File: src/rtl/fp_pkg.sv
package fp_pkg;

    typedef struct packed {
        logic oc;
        logic ot;
        logic ol;
    } fp_flags_t;

    typedef enum logic {
        FP_RUN     = 1'b0,
        FP_LATCHED = 1'b1
    } fp_latch_e;

    localparam int FP_SYNC_STAGES = 2;

    function automatic fp_latch_e fp_latch_next(
        input fp_latch_e cur,
        input logic      clr,
        input logic      strobe,
        input logic      cmd,
        input logic      limit_mode,
        input logic      oc
    );
        fp_latch_e nxt;
        nxt = cur;
        if (clr || strobe) begin
            nxt = FP_RUN;
        end else if (!limit_mode && cmd && oc) begin
            nxt = FP_LATCHED;
        end
        return nxt;
    endfunction

    function automatic logic fp_gate_allow(
        input logic      cmd,
        input fp_latch_e st,
        input logic      limit_mode,
        input fp_flags_t f
    );
        return cmd && (st == FP_RUN) && !f.ot && (limit_mode || !f.oc);
    endfunction

    function automatic logic fp_drain_level(
        input logic      cmd,
        input logic      gate,
        input fp_flags_t f
    );
        return cmd ? (!gate || f.oc) : !f.ol;
    endfunction

endpackage

File: src/rtl/fp_sync.sv
module fp_sync #(
    parameter int W      = 8,
    parameter int STAGES = 2
) (
    input  logic         clk,
    input  logic         rst,
    input  logic [W-1:0] d_i,
    output logic [W-1:0] q_o
);
    logic [W-1:0] pipe [STAGES];

    always_ff @(posedge clk) begin
        if (rst) begin
            for (int s = 0; s < STAGES; s++) begin
                pipe[s] <= '0;
            end
        end else begin
            pipe[0] <= d_i;
            for (int s = 1; s < STAGES; s++) begin
                pipe[s] <= pipe[s-1];
            end
        end
    end

    assign q_o = pipe[STAGES-1];
endmodule

File: src/rtl/fp_channel.sv
module fp_channel
    import fp_pkg::*;
(
    input  logic      clk,
    input  logic      rst,
    input  logic      clr_i,
    input  logic      limit_mode_i,
    input  logic      strobe_i,
    input  logic      cmd_i,
    input  fp_flags_t flags_i,
    output logic      gate_o,
    output logic      drain_o
);
    fp_latch_e state_q;

    always_ff @(posedge clk) begin
        if (rst) begin
            state_q <= FP_RUN;
        end else begin
            state_q <= fp_latch_next(state_q, clr_i, strobe_i, cmd_i,
                                     limit_mode_i, flags_i.oc);
        end
    end

    always_comb begin
        gate_o  = fp_gate_allow(cmd_i, state_q, limit_mode_i, flags_i);
        drain_o = fp_drain_level(cmd_i, gate_o, flags_i);
    end
endmodule

File: src/rtl/fp_protect.sv
module fp_protect
    import fp_pkg::*;
#(
    parameter int NUM_CH = 8
) (
    input  logic              clk,
    input  logic              rst,
    input  logic              uv_i,
    input  logic              limit_mode_i,
    input  logic              write_strobe_i,
    input  logic [NUM_CH-1:0] cmd_on_i,
    input  logic [NUM_CH-1:0] oc_i,
    input  logic [NUM_CH-1:0] ot_i,
    input  logic [NUM_CH-1:0] ol_i,
    output logic [NUM_CH-1:0] gate_en_o,
    output logic [NUM_CH-1:0] drain_stat_o
);
    localparam int FLAG_W = 3 * NUM_CH;

    logic [FLAG_W-1:0] raw_flags;
    logic [FLAG_W-1:0] sync_flags;

    assign raw_flags = {ol_i, ot_i, oc_i};

    fp_sync #(
        .W      (FLAG_W),
        .STAGES (FP_SYNC_STAGES)
    ) i_sync (
        .clk (clk),
        .rst (rst),
        .d_i (raw_flags),
        .q_o (sync_flags)
    );

    for (genvar c = 0; c < NUM_CH; c++) begin : g_ch
        fp_flags_t ch_flags;

        always_comb begin
            ch_flags.oc = sync_flags[c];
            ch_flags.ot = sync_flags[NUM_CH + c];
            ch_flags.ol = sync_flags[2*NUM_CH + c];
        end

        fp_channel i_ch (
            .clk          (clk),
            .rst          (rst),
            .clr_i        (uv_i),
            .limit_mode_i (limit_mode_i),
            .strobe_i     (write_strobe_i),
            .cmd_i        (cmd_on_i[c]),
            .flags_i      (ch_flags),
            .gate_o       (gate_en_o[c]),
            .drain_o      (drain_stat_o[c])
        );
    end
endmodule

File: config.mk
export PLATFORM = sky130hd
export DESIGN_NAME = fp_protect
export DESIGN_NICKNAME = d
export VERILOG_FILES = /design/src/rtl/fp_pkg.sv /design/src/rtl/fp_sync.sv /design/src/rtl/fp_channel.sv /design/src/rtl/fp_protect.sv
export SDC_FILE = /design/constraint.sdc
export NUM_CORES = 1
export LEC_CHECK = 0
export CAP_MARGIN = 40
export CORE_ASPECT_RATIO = 0.9
export CORE_MARGIN = 5
export CORE_UTILIZATION = 60
export DETAILED_ROUTE_END_ITERATION = 16
export DONT_BUFFER_PORTS = 1
export PLACE_DENSITY = 0.75
export SLEW_MARGIN = 40
export SYNTH_ARGS = -nofsm -noshare
export SYNTH_HDL_FRONTEND = slang
export SYNTH_SLANG_ARGS = --single-unit
File: constraint.sdc
create_clock -name clk -period 1.2 [get_ports clk]
set_input_delay 0.12 -clock clk [delete_from_list [all_inputs] [get_ports clk]]
set_output_delay 0.12 -clock clk [all_outputs]
set_load 0.02 [all_outputs]
==> results_dict.tcl <==
set metrics [dict create \
    outcome "finished with violations" \
    violations "setup timing" \
    maxUsedRoutingLayer "met4" \
    syn_inst 175 \
    grt_usage_pct 17.2 \
    yosys_register_bits 56 \
    multi_input_area_sq_um 802 \
    die_w_microns 70.5 \
    synth_nets 212 \
    maxSlewViolCount 0 \
    worst_clock_skew_ps 1.88 \
    ant_nets 0 \
    diodes 0 \
    routed-wl-met2_mm 2.06 \
    clk_latency_ps 300 \
    place.gp.congestion 0.722 \
    layout.nets 248 \
    drc 0 \
    drtIter0Drc 39 \
    syn_area_per_cell_sq_um 11.3 \
    io_buffers 0 \
    htreeDepth 2 \
    crit_type "register to output pin" \
    cp-start-kind "register" \
    setup_tns_ps -795 \
    firstDrtPassIters 3 \
    synth_seq_area_share_pct 56.7 \
    io_pins 53 \
    fp-row-count 19 \
    hold_path_class "primary input to register" \
    hold_violations 0 \
    crit_fanout 3 \
    max_freq_ghz 0.733 \
    via_count 1254 \
    whs_ps 81.4 \
    grt_first_pass_wirelength_mm 5.94 \
    min_path_cells 2 \
    vias_per_cell 4.94 \
    cts_root_buffer "clkbuf_8" \
    cts_buffers 5 \
    rsz0062_at_grt "true" \
    grt_max_degree 42 \
    rr_worst_depth 2 \
    core_sq_um 3110 \
    max-cap-violations 0 \
    crit_required_ps 1080 \
    cp_data_arrival_time_ps 1240 \
    gr-total-overflow 0 \
    yosysTopAreaCellShare_pct 56.7 \
    power_mw 3.36 \
    die-area_sq_um 4540 \
    cts.path.max_buffers 2 \
    met3_wirelength_microns 224 \
    die_h_microns 64.5 \
    clock_sinks 56 \
    grt_pass1_vias 1327 \
    power.leakage_nw 1.07 \
    fin_cells 254 \
    cts_tree "built" \
    path_clk_slew_ps 90 \
    setup_viol 10 \
    final.setup.worst_slack_ps -164 \
    final_common_cell "nor2b_1" \
    worstMarginPinSlew_ps 389 \
    post-route-period-util_pct 114 \
    yosysWarnings 0 \
    vdd_ir_drop_max_mv 1.07 \
    drive_gt1_share_pct 28.8 \
    wl_mm 3.75 \
    p_per_area_nw_per_um2 1310 \
    antenna_found_initial 0 \
    slew_headroom_pct 74.0 \
    routedWlPerCell_microns 14.8 \
    mostFrequentLayoutCells "nor2b_1, dfxtp_1, dlygate4sd3_1, buf_4, dfxtp_2" \
    timing.final.crit_period_ps 1360 \
    start_util_pct 63.5 \
    syn_to_final_growth_pct 29.8 \
    synthTopCellsByArea "dfxtp_1, nor2b_1, buf_4, mux2i_1, and3b_1" \
    endpoint_kind "output pin" \
    dpl.hpwl_mm 2.18 \
    wl_met1_mm 1.38 \
    seq_area_sq_um 1140 \
    syn_area_sq_um 1980 \
    yosys.cell_types.count 14 \
    placedCellCount 211 \
    reg2reg_slack_ps 120 \
    fillCellCount 174 \
    synth_area_leader_cell "dfxtp_1" \
]
-- flip-flops by register name (all words and copies together), names as in the netlist --
name / flops
g_ch.i_ch.state_q: 8
i_sync.pipe: 48
-- synthesized netlist by cell type --
cell	instances
and2b_1	2
and3b_1	8
buf_2	3
buf_4	16
buf_6	1
clkbuf_1	2
dfxtp_1	56
mux2i_1	8
nor2b_1	54
nor3_1	8
nor3_4	1
nor4b_1	6
nor4b_2	2
o21a_1	8
-- stage by stage --
stage / area (sq um) / utilization (%) / setup WS, ps
floorplan: 1980 / - / 269
global placement: 2000 / 64.1 / 226
detailed placement: 2000 / 64.1 / 191
CTS: 2510 / 80.6 / -118
global route: 2570 / 82.4 / -204
finish: 2570 / 82.4 / -164
-- path summary, 6_finish.rpt --
path / startpoint / to
setup / recovery: i_sync.pipe[0][24] / gate_en_o[0]
hold / removal: cmd_on_i[6] / g_ch[6].i_ch.state_q
setup reg to reg: i_sync.pipe[0][4] / i_sync.pipe[0][28]
hold reg to reg: i_sync.pipe[0][17] / i_sync.pipe[0][41]
-- per-layer routing --
layer | vias up | global-route usage (%)
met5 | - | 0
met4 | 0 | 9.33
met3 | 10 | 6.03
met2 | 37 | 33.1
met1 | 579 | 15.9
li1 | 628 | -
-- cell type report --
| type | instances | area share, % |
|---|---|---|
| Multi-Input combinational cell | 97 | 31.3 |
| Timing Repair Buffer | 51 | 18.7 |
| Clock buffer | 8 | 3.51 |
| Tap cell | 42 | 2.05 |
| Sequential cell | 56 | 44.5 |
-- power by group --
part	internal (mW)	switching [mW]	total [mW]	leakage [nW]
Clock	0.472	0.543	1.01	0.0455
Sequential	1.94	0.0312	1.97	0.469
Combinational	0.226	0.154	0.380	0.560
-- worst max-delay path, stage by stage, from the launching register on --
cell and delay (ps):
dfxtp_2 340, nor2b_1 150, nor4b_2 260, buf_4 200
-- cells by family after synthesis --
logic type             Yosys count  synth area share [%]
and+or+nand+nor                 81                  28.4
DFF                             56                  56.7
buffers and inverters           22                  7.78
AOI/OAI and AO/OA                8                  3.04
muxes                            8                  4.05
-- timing repair --
item,in CTS,in global routing
buffers inserted,2,1
resized for setup,23,14
setup endpoints to repair,15,16
endpoints found under the hold margin,52,0
hold buffers,32,0
cloned,0,0
pin swaps,5,5
Note: power is estimated with default switching activity, not from simulation.
